==> config.mk <==
export PLATFORM = sky130hd
export DESIGN_NAME = man_pin_seq
export DESIGN_NICKNAME = d
export VERILOG_FILES = /design/src/rtl/man_seq_pkg.sv /design/src/rtl/man_seq_fifo.sv /design/src/rtl/man_seq_ctrl.sv /design/src/rtl/man_seq_dp.sv /design/src/rtl/man_pin_seq.sv
export SDC_FILE = /design/constraint.sdc
export NUM_CORES = 1
export LEC_CHECK = 0
export CAP_MARGIN = 20
export CORE_MARGIN = 8
export CORE_UTILIZATION = 55
export DETAILED_ROUTE_END_ITERATION = 8
export HOLD_SLACK_MARGIN = 0.15
export PLACE_DENSITY = 0.87
export SETUP_SLACK_MARGIN = 0.15
export SYNTH_ARGS = -nofsm -noshare
export SYNTH_HDL_FRONTEND = slang
export SYNTH_HIERARCHICAL = 1
export SYNTH_SLANG_ARGS = --single-unit
==> constraint.sdc <==
create_clock -name clk -period 6.4 [get_ports clk]
set_input_delay 1.92 -clock clk [delete_from_list [all_inputs] [get_ports clk]]
set_output_delay 1.92 -clock clk [all_outputs]
set_load 0.01 [all_outputs]
==> src/rtl/man_seq_pkg.sv <==
package man_seq_pkg;

  localparam int WRITE_BIT = 13;

  typedef enum logic [3:0] {
    OP_CS_HIGH = 4'h0,
    OP_CS_LOW  = 4'h1,
    OP_CLK     = 4'h2,
    OP_OUT1    = 4'h8,
    OP_OUT2    = 4'h9,
    OP_OUT4    = 4'hA
  } opcode_e;

  typedef enum logic [1:0] {
    LANE1 = 2'd0,
    LANE2 = 2'd1,
    LANE4 = 2'd2
  } lane_e;

  typedef struct packed {
    logic  load;
    lane_e lane;
    logic  zeroData;
    logic  shift;
    logic  sclkHi;
    logic  sclkLo;
    logic  csHi;
    logic  csLo;
  } dp_ctl_t;

  function automatic logic isKnownOp(input logic [3:0] op);
    case (op)
      OP_CS_HIGH, OP_CS_LOW, OP_CLK, OP_OUT1, OP_OUT2, OP_OUT4: isKnownOp = 1'b1;
      default: isKnownOp = 1'b0;
    endcase
  endfunction

endpackage

==> src/rtl/man_seq_fifo.sv <==
module man_seq_fifo #(
  parameter int DEPTH = 4,
  parameter int WIDTH = 12,
  localparam int AW = (DEPTH > 1) ? $clog2(DEPTH) : 1,
  localparam int CW = $clog2(DEPTH + 1)
) (
  input  logic             clk,
  input  logic             rstN,
  input  logic             push,
  input  logic [WIDTH-1:0] wrData,
  input  logic             pop,
  output logic [WIDTH-1:0] rdData,
  output logic             empty,
  output logic             full,
  output logic [CW-1:0]    count
);

  logic [WIDTH-1:0] mem [DEPTH];
  logic [AW-1:0] wrPtr, rdPtr;

  assign empty  = (count == '0);
  assign full   = (count == CW'(DEPTH));
  assign rdData = mem[rdPtr];

  function automatic logic [AW-1:0] nextPtr(input logic [AW-1:0] p);
    nextPtr = (p == AW'(DEPTH - 1)) ? '0 : p + 1'b1;
  endfunction

  always_ff @(posedge clk) begin
    if (push && !full) mem[wrPtr] <= wrData;
  end

  always_ff @(posedge clk or negedge rstN) begin
    if (!rstN) begin
      wrPtr <= '0;
      rdPtr <= '0;
      count <= '0;
    end else begin
      if (push && !full) wrPtr <= nextPtr(wrPtr);
      if (pop && !empty) rdPtr <= nextPtr(rdPtr);
      case ({push && !full, pop && !empty})
        2'b10:   count <= count + 1'b1;
        2'b01:   count <= count - 1'b1;
        default: count <= count;
      endcase
    end
  end

endmodule

==> src/rtl/man_seq_ctrl.sv <==
module man_seq_ctrl
  import man_seq_pkg::*;
#(
  parameter int HALF_CYC = 2,
  localparam int TW = (HALF_CYC > 1) ? $clog2(HALF_CYC) : 1
) (
  input  logic       clk,
  input  logic       rstN,
  input  logic       empty,
  input  logic [3:0] headOp,
  output logic       pop,
  output dp_ctl_t    ctl,
  output logic       busy
);

  typedef enum logic [1:0] {S_IDLE, S_CSHOLD, S_LOW, S_HIGH} state_e;

  state_e      state;
  logic [TW-1:0] tickCnt;
  logic [3:0]  clkLeft;
  logic        lastTick;

  assign lastTick = (tickCnt == TW'(HALF_CYC - 1));
  assign busy     = (state != S_IDLE) || !empty;

  always_comb begin
    ctl = '0;
    pop = 1'b0;
    case (state)
      S_IDLE: begin
        if (!empty) begin
          pop = 1'b1;
          case (headOp)
            OP_CS_HIGH: ctl.csHi = 1'b1;
            OP_CS_LOW:  ctl.csLo = 1'b1;
            OP_CLK:     begin ctl.load = 1'b1; ctl.zeroData = 1'b1; ctl.lane = LANE1; end
            OP_OUT2:    begin ctl.load = 1'b1; ctl.lane = LANE2; end
            OP_OUT4:    begin ctl.load = 1'b1; ctl.lane = LANE4; end
            default:    begin ctl.load = 1'b1; ctl.lane = LANE1; end
          endcase
        end
      end
      S_LOW:  if (lastTick) ctl.sclkHi = 1'b1;
      S_HIGH: if (lastTick) begin ctl.sclkLo = 1'b1; ctl.shift = 1'b1; end
      default: ;
    endcase
  end

  always_ff @(posedge clk or negedge rstN) begin
    if (!rstN) begin
      state   <= S_IDLE;
      tickCnt <= '0;
      clkLeft <= '0;
    end else begin
      case (state)
        S_IDLE: begin
          tickCnt <= '0;
          if (!empty) begin
            case (headOp)
              OP_CS_HIGH, OP_CS_LOW: state <= S_CSHOLD;
              default:               state <= S_LOW;
            endcase
            case (headOp)
              OP_CLK:  clkLeft <= 4'd1;
              OP_OUT2: clkLeft <= 4'd4;
              OP_OUT4: clkLeft <= 4'd2;
              default: clkLeft <= 4'd8;
            endcase
          end
        end
        S_CSHOLD: begin
          if (lastTick) begin
            state   <= S_IDLE;
            tickCnt <= '0;
          end else tickCnt <= tickCnt + 1'b1;
        end
        S_LOW: begin
          if (lastTick) begin
            state   <= S_HIGH;
            tickCnt <= '0;
          end else tickCnt <= tickCnt + 1'b1;
        end
        S_HIGH: begin
          if (lastTick) begin
            tickCnt <= '0;
            clkLeft <= clkLeft - 1'b1;
            state   <= (clkLeft == 4'd1) ? S_IDLE : S_LOW;
          end else tickCnt <= tickCnt + 1'b1;
        end
        default: state <= S_IDLE;
      endcase
    end
  end

endmodule

==> src/rtl/man_seq_dp.sv <==
module man_seq_dp
  import man_seq_pkg::*;
(
  input  logic       clk,
  input  logic       rstN,
  input  dp_ctl_t    ctl,
  input  logic [7:0] cmdByte,
  input  logic       manual,
  input  logic       autoCsN,
  input  logic       autoSclk,
  input  logic [3:0] autoSdo,
  output logic       csN,
  output logic       sclk,
  output logic [3:0] sdo
);

  logic [7:0] shiftReg;
  lane_e      lane;
  logic       csReg, sclkReg;
  logic [3:0] manSdo;

  always_ff @(posedge clk or negedge rstN) begin
    if (!rstN) begin
      shiftReg <= '0;
      lane     <= LANE1;
      csReg    <= 1'b1;
      sclkReg  <= 1'b0;
    end else begin
      if (ctl.load) begin
        shiftReg <= ctl.zeroData ? 8'h00 : cmdByte;
        lane     <= ctl.lane;
      end else if (ctl.shift) begin
        case (lane)
          LANE2:   shiftReg <= {shiftReg[5:0], 2'b00};
          LANE4:   shiftReg <= {shiftReg[3:0], 4'b0000};
          default: shiftReg <= {shiftReg[6:0], 1'b0};
        endcase
      end
      if (ctl.sclkHi) sclkReg <= 1'b1;
      else if (ctl.sclkLo) sclkReg <= 1'b0;
      if (ctl.csLo) csReg <= 1'b0;
      else if (ctl.csHi) csReg <= 1'b1;
    end
  end

  always_comb begin
    case (lane)
      LANE2:   manSdo = {2'b00, shiftReg[7:6]};
      LANE4:   manSdo = shiftReg[7:4];
      default: manSdo = {3'b000, shiftReg[7]};
    endcase
  end

  assign csN  = manual ? csReg   : autoCsN;
  assign sclk = manual ? sclkReg : autoSclk;
  assign sdo  = manual ? manSdo  : autoSdo;

endmodule

==> src/rtl/man_pin_seq.sv <==
module man_pin_seq
  import man_seq_pkg::*;
#(
  parameter int HALF_CYC   = 2,
  parameter int FIFO_DEPTH = 4
) (
  input  logic        clk,
  input  logic        rstN,
  input  logic        manEn,
  input  logic        muxSel,
  input  logic        cmdValid,
  input  logic [15:0] cmdData,
  input  logic        autoCsN,
  input  logic        autoSclk,
  input  logic [3:0]  autoSdo,
  output logic        busy,
  output logic        csN,
  output logic        sclk,
  output logic [3:0]  sdo
);

  localparam int ENTRY_W = 12;
  localparam int CNT_W   = $clog2(FIFO_DEPTH + 1);

  logic               manual, accept;
  logic               fifoEmpty, fifoFull, pop;
  logic [ENTRY_W-1:0] head;
  logic [CNT_W-1:0]   fifoCount;
  dp_ctl_t            ctl;
  logic               unusedCmdBits;

  assign unusedCmdBits = ^{cmdData[15:14], cmdData[12]};
  assign manual = manEn && muxSel;
  assign accept = cmdValid && manual && cmdData[WRITE_BIT] && isKnownOp(cmdData[11:8]);

  man_seq_fifo #(.DEPTH(FIFO_DEPTH), .WIDTH(ENTRY_W)) i_fifo (
    .clk(clk), .rstN(rstN), .push(accept), .wrData(cmdData[11:0]),
    .pop(pop), .rdData(head), .empty(fifoEmpty), .full(fifoFull), .count(fifoCount)
  );

  man_seq_ctrl #(.HALF_CYC(HALF_CYC)) i_ctrl (
    .clk(clk), .rstN(rstN), .empty(fifoEmpty), .headOp(head[11:8]),
    .pop(pop), .ctl(ctl), .busy(busy)
  );

  man_seq_dp i_dp (
    .clk(clk), .rstN(rstN), .ctl(ctl), .cmdByte(head[7:0]), .manual(manual),
    .autoCsN(autoCsN), .autoSclk(autoSclk), .autoSdo(autoSdo),
    .csN(csN), .sclk(sclk), .sdo(sdo)
  );

  logic unusedFull;
  assign unusedFull = fifoFull;

endmodule

Word level (Yosys, flattened, before mapping)
Memory sizes are Yosys's and may differ from the RTL's.
Cells that the tools add are included.
- output and inout bits: 7
- logic and storage cells: 109
- memories: 1
- RAM bits: 48
- bits in registers: 26
- input bits: 27
- memory list (name ; words ; width ; read ports ; clocked after Yosys merged registers in ; wr ports ; RTL line ; source):
    i_fifo.mem ; 4 ; 12 ; 1 ; 0 ; 1 ; man_seq_fifo.sv:18 ; logic [WIDTH-1:0] mem [DEPTH];
- equal/unequal tests: 24
- reduce and logical (&&, ||, !) cells: 24
- add/subtract/negate cells: 6
- mux-type cells: 44
- operator list (kind ; count):
    two-way mux 8 bit ; 3
    equality test 4 bit, second input constant ; 5
    two-way mux 2 bit ; 10
    two-way mux 4 bit ; 5
    two-way mux 1 bit ; 18
    one-hot mux 4 bit (2 select lines) ; 2
    one-hot mux 8 bit (2 select lines) ; 1
    equality test 2 bit, second input constant ; 6
    equality test 4 x 1 -> 1 bit, second input constant ; 3
    one-hot mux 4 bit (3 select lines) ; 1
    nonzero test 2 bit ; 6
    one-hot mux 3 bit (3 select lines) ; 1
    equality test 4 x 2 -> 1 bit, second input constant ; 2
    zero test 4 bit ; 2
    one-hot mux 2 bit (4 select lines) ; 1
    equality test 2 x 1 -> 1 bit, second input constant ; 3
    logical AND 1 bit ; 6
    inequality test 2 x 1 -> 1 bit, second input constant ; 3
    one-hot mux 3 bit (2 select lines) ; 1
    OR reduction 6 bit ; 1
    adder 2 x 1 -> 2 bit, second input constant ; 2
    AND reduction 4 bit ; 1
    subtractor 4 x 1 -> 4 bit, second input constant ; 1
    adder 3 x 1 -> 3 bit, second input constant ; 1
    other kinds (12) ; 13

Logic depth before layout (Yosys ltp)
Gate-level depths: netlist (run 1).
An unclocked memory read counts as a cell.
- word-level depth: 8
- gate-level depth with buffers: 12
- mapped depth without buffers: 11

Hierarchy
The synthesis (run 1) kept the hierarchy.
- by module, submodules not included (module ; area an instance (µm²) ; sequential area each (µm²) ; instances ; cells each):
    man_seq_fifo ; 2240.9 ; 1616.6 ; 1 ; 103
    man_seq_dp ; 775.7 ; 301.5 ; 1 ; 93
    man_seq_ctrl ; 530.5 ; 175.2 ; 1 ; 61
    man_pin_seq ; 30.0 ; 0.0 ; 1 ; 3

Worst setup path before layout (run 1)
Ideal clock, no wire load.
- path type: in2out
- from: input port manEn
- to: output port sdo[0]
- slack: 1.880 ns
- cell stages on the path: 5
- buffers on the path: 1
- required time: 4.480 ns
- data arrival time: 2.600 ns
- cell sequence: and2_4 buf_2 nand2_1 o22ai_1 a41oi_1
- cells in the longest elaborated chain, start to end: 2
- RTL lines (what ; RTL line ; source):
    start: declaration ; man_pin_seq.sv:9 ; input logic manEn,
    logical AND 1 bit ; man_pin_seq.sv:33 ; assign manual = manEn && muxSel;
    two-way mux 4 bit ; man_seq_dp.sv:56 ; assign sdo = manual ? manSdo : autoSdo;
    end: declaration ; man_pin_seq.sv:19 ; output logic [3:0] sdo
Every way passes these cells.

Worst setup path in the final report (run 1)
- from: input port manEn
- to: output port sdo[0]
- cells in the longest elaborated chain, start to end: 2
- RTL lines (what ; RTL line ; source):
    logical AND 1 bit ; man_pin_seq.sv:33 ;
    net manual ; man_pin_seq.sv:25 ; logic manual, accept;
    two-way mux 4 bit ; man_seq_dp.sv:56 ;
The timed path passes the listed nets, and every way through them passes these cells.

==> results of run 1 <==
-- synth_stat cells, types with 7 or more instances --
cell type,number
edfxtp_1,48
dfrtp_1,25
inv_1,20
nand2_1,14
nor2_1,13
ha_1,10
o21ai_0,10
mux4_2,8
nand3_1,7
-- metal layers --
metal  up-vias  GRT usage [%]
met2        63          22.71
met3        10          4.339
li1       1033              -
met4         0          6.864
met5         -              0
met1      1061          17.83
-- how the worst max path moves through the flow --
stage / slack (ps) / end
2_1_floorplan: 1880 / sdo[0]
3_3_place_gp: 1050 / sdo[0]
3_5_place_dp: 1040 / sdo[0]
4_1_cts: 1030 / sdo[0]
5_1_grt: 950 / sdo[0]
6_report: 1050 / sdo[0]
-- stage by stage --
stage	area, sq um	total power [uW]	utilization, %	worst slack, ps	hold slack, ps
after floorplan	3577	1128	-	1880	447.6
after global placement	3880	1196	61.45	1048	462.2
after detailed placement	3880	1221	61.45	1036	471.2
after CTS	4098	1617	64.90	1032	491.1
after global routing	4105	1723	65.02	949.5	515.8
final	4105	1611	65.02	1054	491.8
-- sequential cells by signal, indices dropped and copies added (netlist names) --
register / flops
i_dp/sclkReg: 1
i_ctrl/lastTick: 1
i_fifo/count: 3
i_dp/shiftReg: 8
i_fifo/wrPtr: 2
i_fifo/rdPtr: 2
i_ctrl/state: 2
i_fifo/mem: 48
i_ctrl/clkLeft: 4
i_dp/csReg: 1
i_dp/lane: 2
-- critical path, cell delays in order --
cell             delay, ps
clkdlybuf4s50_1        450
and2_4                 220
o22ai_1                110
a41oi_1                160
clkdlybuf4s50_1        560
-- final cells by class --
type / instances / area [sq um] / area share, %
sequential: 74 / 2093 / 50.99
clock buffer: 10 / 127.6 / 3.109
tap: 77 / 96.34 / 2.347
multi-input combinational: 151 / 1308 / 31.85
inverter: 20 / 75.07 / 1.829
timing repair buffer: 32 / 315.3 / 7.681
clock inverter: 6 / 90.09 / 2.194
-- power groups by stage --
stage | combinational [uW] | sequential (uW) | clock, uW
floorplan | 468 | 660 | 0
global placement | 464 | 732 | 0
detailed placement | 485 | 736 | 0
CTS | 491 | 726 | 400
global route | 554 | 748 | 421
finish | 491 | 727 | 392
-- cells by family (layout without fill, tap and decap cells) --
family	count (synthesis)	count (layout)	share of synthesized area [%]
flops	74	74	58.52
compound gates	46	46	8.919
buf+inv	35	68	4.932
simple gates	70	70	11.86
mux	21	21	10.98
xor+xnor	3	3	0.7347
fa+ha+maj	11	11	4.057
==> results_dict.tcl, run 1 <==
set metrics [dict create \
    status "completed" \
    area_delta_synth_final_pct 14.76 \
    p_comb_share_pct 30.5 \
    num_antenna_cells 0 \
    syn-cell-area_sq_mm 0.003577 \
    fin_crit_ps 5346 \
    setup_violations 0 \
    hp-class "reg -> reg" \
    drc_errors 0 \
    power_leakage_uw 0.001528 \
    fill_cells 450 \
    dp_cells 353 \
    layout_common_cells "edfxtp_1 (48), clkdlybuf4s50_1 (30), dfrtp_1 (25), inv_1 (20), nand2_1 (14)" \
    drive_gt1_share_pct 14.33 \
    clock_skew_ps 8.820 \
    synth_edf_count 48 \
    cts.sinks 74 \
    required_ps 4480 \
    numPortBuffers 30 \
    ant_nets 0 \
    grt_first_pass_wirelength_mm 11.07 \
    gp_congestion 0.8437 \
    synth_area_leaders "edfxtp_1 (40%), dfrtp_1 (17%), mux4_2 (5.0%)" \
    startpoint_type "primary input" \
    synth_top_area_cell "edfxtp_1" \
    rsz0062_at_grt "no" \
    endpoint_kind "output port" \
    fin_cells 370 \
    grt_max_degree 27 \
    root_buffer "clkbuf_8" \
    cp_max_fo 11 \
    clkLatencyLatePin_ps 330 \
    grt_pass1_vias 2276 \
    cts_made_buffers 9 \
    crit_arrival_ps 3430 \
    ys.flop_type "edfxtp_1" \
    nNetsFinal 326 \
    pwr-share-clk_pct 24.4 \
    grt_util_all_layers_pct 14.47 \
    drt_first_pass_iters 4 \
    drt-total-wl_mm 6.373 \
    maxCapViolations 0 \
    max_clock_freq_mhz 187.1 \
    min_from "i_dp/sclkReg$_DFFE_PN0P_" \
    finalCritPeriodShare_pct 83.53 \
    final_common_cell "edfxtp_1" \
    die_x_microns 96.65 \
    htreeDepth 3 \
    slew_headroom_pct 47.54 \
    vias 2167 \
    yosysSeqAreaShare_pct 58.52 \
    grt_antenna_before_repair 0 \
    reg2reg_slack_ps 3290 \
    tightest_slew_ps 786.9 \
    yosys.area.top_type_share_pct 40.29 \
    cts_hold_buf 0 \
    p_per_area_mw_per_mm2 392.4 \
    die-area_sq_mm 0.009340 \
    yosysWarnings 6 \
    p_sw_uw 538.5 \
    ios 34 \
    worstReg2RegStart "i_fifo/rdPtr[0]$_DFFE_PN0P_" \
    r2r_end "i_dp/shiftReg[3]$_DFFE_PN0P_" \
    top_layer_used "met4" \
    setup_tns_ps 0 \
    reg2regPathDepth 7 \
    syn_inst 260 \
    path_class "in -> out" \
    wl_met2_mm 3.113 \
    synth_cell_type_count 57 \
    die_h_microns 96.65 \
    postCtsSetupBuffers 0 \
    wl_met1_mm 2.866 \
    start_util_pct 56.66 \
    hold_violations 0 \
    wl_met3_microns 293 \
    syn_avg_cell_area_sq_um 13.76 \
    startpoint "manEn" \
    switching_share_pct 33.43 \
    seqPwrFrac_pct 45.1 \
    wl_per_cell_microns 17.22 \
    worstHoldEndpoint "i_dp/sclkReg$_DFFE_PN0P_" \
    cts_resized 0 \
    row_count 29 \
    clk_pin_slew_worst_paths_ps 70 \
    clock_path_buffers 2 \
    hpwl_mm 4.304 \
    synth.ff_latch_count 74 \
    maxSlewViolCount 0 \
    cts_tree "built" \
    first_iter_violations 102 \
    avgViaCountPerCell 5.857 \
    syn_nets 298 \
    synthArstFlopShare_pct 35.14 \
    overflow 0 \
    core_sq_mm 0.006314 \
    whs_path_depth 1 \
    ir_drop_mv 0.2493 \
    p_int_uw 1072 \
]
Note: power is estimated with default switching activity, not from simulation.
==> run 2: changes to the inputs <==
--- a/config.mk
+++ b/config.mk
@@ -7,10 +7,10 @@
 export LEC_CHECK = 0
 export CAP_MARGIN = 20
 export CORE_MARGIN = 8
-export CORE_UTILIZATION = 55
+export CORE_UTILIZATION = 51
 export DETAILED_ROUTE_END_ITERATION = 8
 export HOLD_SLACK_MARGIN = 0.15
-export PLACE_DENSITY = 0.87
+export PLACE_DENSITY = 0.85
 export SETUP_SLACK_MARGIN = 0.15
 export SYNTH_ARGS = -nofsm -noshare
 export SYNTH_HDL_FRONTEND = slang
==> constraint.sdc (replaced) <==
create_clock -name clk -period 4.7 [get_ports clk]
set_input_delay 1.41 -clock clk [delete_from_list [all_inputs] [get_ports clk]]
set_output_delay 1.41 -clock clk [all_outputs]
set_load 0.01 [all_outputs]
==> results_dict.tcl, run 2 (synthesis gave the netlist of run 1 again) <==
set metrics [dict create \
    p_per_area_mw_per_mm2 508.4 \
    seqPwrFrac_pct 47.8 \
    drt_first_pass_iters 4 \
    fin_crit_ps 4325 \
    setup_tns_ps 0 \
    vias 2152 \
    grt_util_all_layers_pct 14.13 \
    overflow 0 \
    clk_pin_slew_worst_paths_ps 70 \
    status "completed" \
    place_area_sq_mm 0.003904 \
    grt_pass1_vias 2192 \
    first_iter_violations 83 \
    die_h_microns 99.75 \
    hpwl_mm 4.409 \
    clkLatencyLatePin_ps 340 \
    final_common_cell "edfxtp_1" \
    max_clock_freq_mhz 231.2 \
    ir_drop_mv 0.2382 \
    required_ps 3290 \
    maxCapViolations 0 \
    top_regs "i_fifo/mem: 48 flops, i_dp/shiftReg: 8 flops, i_ctrl/clkLeft: 4 flops" \
    area_delta_synth_final_pct 13.85 \
    drt-total-wl_mm 6.523 \
    cts_resized 0 \
    crit_arrival_ps 2920 \
    htreeDepth 3 \
    grt_antenna_before_repair 0 \
    wl_per_cell_microns 16.77 \
    setup_violations 0 \
    startpoint_type "primary input" \
    regMostFlops "i_fifo/mem" \
    dp_cells 372 \
    numPortBuffers 30 \
    clock_path_buffers 2 \
    drive_gt1_share_pct 13.99 \
    grt_first_pass_wirelength_mm 10.99 \
    switching_share_pct 34.98 \
    num_antenna_cells 0 \
    largest_reg_flops 48 \
    grt_max_degree 27 \
    hp-class "reg -> reg" \
    core_sq_mm 0.006794 \
    cts_hold_buf 0 \
    path_class "in -> out" \
    finalCritPeriodShare_pct 92.03 \
    slew_headroom_pct 47.87 \
    cts.sinks 74 \
    pwr-share-clk_pct 19.8 \
    cp_max_fo 11 \
    drc_errors 0 \
    cts_made_buffers 9 \
    p_sw_uw 724.3 \
    p_int_uw 1346 \
    gp_congestion 0.8368 \
    postCtsSetupBuffers 0 \
    maxSlewViolCount 0 \
    endpoint_kind "output port" \
    clock_skew_ps 8.826 \
    die-area_sq_mm 0.009950 \
    start_util_pct 52.65 \
    ios 34 \
    row_count 30 \
    nNetsFinal 326 \
    fin_cells 389 \
    layout_common_cells "edfxtp_1 (48), clkdlybuf4s50_1 (30), dfrtp_1 (25), inv_1 (20), nand2_1 (14)" \
    tightest_slew_ps 782.0 \
    power_leakage_uw 0.001500 \
    ant_nets 0 \
    die_x_microns 99.75 \
    stdcell_area_sq_mm 0.004073 \
    hold_violations 0 \
    rsz0062_at_grt "no" \
    p_comb_share_pct 32.5 \
    avgViaCountPerCell 5.532 \
    cts_tree "built" \
    root_buffer "clkbuf_8" \
]
[run 2: cell types whose count changed in the layout (fill, tap and decap cells not counted), sizes merged]
cell / delta
bufinv: -2
clkinv: +2
clkinvlp: +1
inv: -1
[run 2: layout make-up]
class	instances	area [sq um]
Fill cell	558	2721
Sequential cell	74	2093
Multi-Input combinational cell	151	1308
Timing Repair Buffer	32	315.3
Clock buffer	10	127.6
Tap cell	96	120.1
Inverter	20	75.07
Clock inverter	6	33.78
[run 2: path summary, 6_finish.rpt]
check	start	endpoint	slack (ps)	cells after the start
min in group asynchronous	rstN	i_fifo/count[0]$_DFFE_PN0P_	1440	2
min reg2reg	i_dp/sclkReg$_DFFE_PN0P_	i_dp/sclkReg$_DFFE_PN0P_	490	1
max	manEn	sdo[0]	370	5
max reg2reg	i_fifo/rdPtr[0]$_DFFE_PN0P_	i_dp/shiftReg[7]$_DFFE_PN0P_	1500	7
min	i_dp/sclkReg$_DFFE_PN0P_	i_dp/sclkReg$_DFFE_PN0P_	490	1
max in group asynchronous	rstN	i_dp/csReg$_DFFE_PN1P_	2950	2
[run 2: power groups by stage]
| stage | Sequential (uW) | Combinational, uW | Clock, uW |
|---|---|---|---|
| finish | 989 | 672 | 409 |
| global route | 1020 | 754 | 447 |
| CTS | 990 | 670 | 420 |
| detailed placement | 1000 | 664 | 0 |
| global placement | 996 | 634 | 0 |
| floorplan | 899 | 637 | 0 |
[run 2: critical path: stages]
cell,delay [ps]
clkdlybuf4s50_1,450
and2_4,210
o22ai_1,100
a41oi_1,160
clkdlybuf4s50_1,570
[run 2: routing by layer]
metal / global-route usage [%] / vias up / routed length (microns)
met4: 6.519 / 0 / 89
met5: 0 / - / 0
li1: - / 1032 / -
met1: 18.01 / 1050 / 2825
met2: 22.17 / 59 / 3249
met3: 3.422 / 11 / 359
[run 2: metrics by stage]
step | util (%) | total power (uW) | worst slack (ps) | hold slack, ps
2_1_floorplan | - | 1536 | 1200 | 447.6
5_1_grt | 59.94 | 2216 | 255.8 | 512.9
6_report | 59.94 | 2070 | 374.8 | 489.4
4_1_cts | 59.83 | 2080 | 352.9 | 500.2
3_5_place_dp | 57.46 | 1667 | 359.7 | 480.6
3_3_place_gp | 57.46 | 1629 | 369.6 | 460.3
==> run 3: changes to the inputs <==
--- a/config.mk
+++ b/config.mk
@@ -6,8 +6,11 @@
 export NUM_CORES = 1
 export LEC_CHECK = 0
 export CAP_MARGIN = 20
+export CELL_PAD_IN_SITES_DETAIL_PLACEMENT = 0
+export CELL_PAD_IN_SITES_GLOBAL_PLACEMENT = 2
 export CORE_MARGIN = 8
-export CORE_UTILIZATION = 51
+export CORE_UTILIZATION = 36
+export CTS_CLUSTER_DIAMETER = 150
 export DETAILED_ROUTE_END_ITERATION = 8
 export HOLD_SLACK_MARGIN = 0.15
 export PLACE_DENSITY = 0.85
==> results_dict.tcl, run 3 (synthesis gave the netlist of run 1 again) <==
set metrics [dict create \
    grt_pass1_vias 2354 \
    drive_gt1_share_pct 14.68 \
    maxCapViolations 0 \
    vias 2120 \
    overflow 0 \
    rsz0062_at_grt "no" \
    numPortBuffers 30 \
    cpPeakStageDelay_ps 570 \
    max_clock_freq_mhz 229.3 \
    grt_first_pass_wirelength_mm 11.63 \
    ant_nets 0 \
    cts.sinks 74 \
    top_regs "i_fifo/mem: 48 flops, i_dp/shiftReg: 8 flops, i_ctrl/clkLeft: 4 flops" \
    p_int_uw 1353 \
    clkLatencyLatePin_ps 340 \
    cts_hold_buf 0 \
    multiInputGateArea_sq_mm 0.001308 \
    clock_path_buffers 2 \
    seqPwrFrac_pct 47.3 \
    switching_share_pct 35.41 \
    slowest_stage "clkdlybuf4s50_1" \
    hp-class "reg -> reg" \
    setup_violations 0 \
    clock_skew_ps 6.934 \
    tightest_slew_ps 794.7 \
    final_common_cell "edfxtp_1" \
    fin_cells 426 \
    path_cells "clkdlybuf4s50_1 -> and2_4 -> o22ai_1 -> a41oi_1 -> clkdlybuf4s50_1" \
    grt.met1_usage_pct 13.76 \
    startpoint_type "primary input" \
    whs_ps 488.0 \
    cts_resized 0 \
    cp_max_fo 11 \
    avgViaCountPerCell 4.977 \
    cpMostUsedCell "clkdlybuf4s50_1" \
    crit_arrival_ps 2950 \
    die_x_microns 115.7 \
    root_buffer "clkbuf_8" \
    met2_usage_pct 18.68 \
    drt_first_pass_iters 4 \
    ios 34 \
    die-area_sq_mm 0.01338 \
    regArea_sq_mm 0.002093 \
    fill_cells 933 \
    postCtsSetupBuffers 0 \
    largest_reg_flops 48 \
    gp_congestion 0.7598 \
    layout_common_cells "edfxtp_1 (48), clkdlybuf4s50_1 (30), dfrtp_1 (25), inv_1 (20), nand2_1 (14)" \
    reg2reg_slack_ps 1590 \
    path_class "in -> out" \
    clk_pin_slew_worst_paths_ps 80 \
    power_leakage_uw 0.001511 \
    p_comb_share_pct 31.8 \
    pwr-share-clk_pct 20.9 \
    area_delta_synth_final_pct 15.56 \
    cts_made_buffers 9 \
    core_sq_mm 0.009729 \
    hpwl_mm 4.645 \
    drt-total-wl_mm 6.754 \
    wl_per_cell_microns 15.85 \
    slew_headroom_pct 47.02 \
    grtUsageMet3_pct 2.137 \
    p_per_area_mw_per_mm2 506.7 \
    num_antenna_cells 0 \
    htreeDepth 3 \
    die_h_microns 115.7 \
    drc_errors 0 \
    setup_tns_ps 0 \
    hold_violations 0 \
    dp_cells 410 \
    regMostFlops "i_fifo/mem" \
    endpoint_kind "output port" \
    busiest_layer "met2" \
    finalCritPeriodShare_pct 92.79 \
    nNetsFinal 326 \
    cts_tree "built" \
    row_count 36 \
    first_iter_violations 82 \
    ir_drop_mv 0.1901 \
    grt_antenna_before_repair 0 \
    required_ps 3290 \
    maxSlewViolCount 0 \
    grt_util_all_layers_pct 11.26 \
    status "completed" \
    p_sw_uw 741.8 \
    start_util_pct 36.77 \
    grt_max_degree 27 \
    fin_crit_ps 4361 \
]
run 3: cell types whose count changed in the layout (fill, tap and decap cells not counted), sizes merged:
cell      before  now
clkinvlp       2    1
clkbuf        10    9
inv           20   22
run 3: area by class of cell:
cell class | instances | area share (%)
sequential | 74 | 50.64
multi-input combinational | 151 | 31.63
timing repair buffer | 32 | 7.627
tap | 133 | 4.025
clock buffer | 9 | 2.996
inverter | 20 | 1.816
clock inverter | 7 | 1.271
run 3: final timing paths:
path,startpoint,end,depth (start not counted)
worst max-delay path,manEn,sdo[0],5
min in group asynchronous,rstN,i_fifo/wrPtr[1]$_DFFE_PN0P_,2
worst max register to register,i_fifo/rdPtr[0]$_DFFE_PN0P_,i_dp/shiftReg[7]$_DFFE_PN0P_,7
worst min-delay path,i_dp/csReg$_DFFE_PN1P_,i_dp/csReg$_DFFE_PN1P_,2
worst min register to register,i_dp/csReg$_DFFE_PN1P_,i_dp/csReg$_DFFE_PN1P_,2
max in group asynchronous,rstN,i_dp/csReg$_DFFE_PN1P_,2
run 3: routing by layer:
metal,vias to the layer above,routed length [microns]
met5,-,0
met4,0,129
met3,10,270
met2,44,3156
met1,1037,3198
li1,1029,-
run 3: power by group through the flow:
stage	clock network [uW]	registers, uW	logic, uW
after floorplan	0	899	637
after global placement	0	1000	650
after detailed placement	0	1010	668
after CTS	460	992	671
after global routing	487	1020	760
final	438	990	666
run 3: stage by stage:
stage	setup slack [ps]	util (%)	total power, uW	area (sq um)
6_report	338.8	42.49	2095	4134
5_1_grt	275.9	42.49	2266	4134
4_1_cts	325.5	42.49	2123	4134
3_5_place_dp	335.1	40.68	1674	3958
3_3_place_gp	349.5	40.68	1653	3958
2_1_floorplan	1200	-	1536	3577
run 3: critical path: cells and delay by family:
family	cells	cell delay [ps]
and+or+nand+nor	1	230
buffers and inverters	2	1030
AOI/OAI and AO/OA	2	280
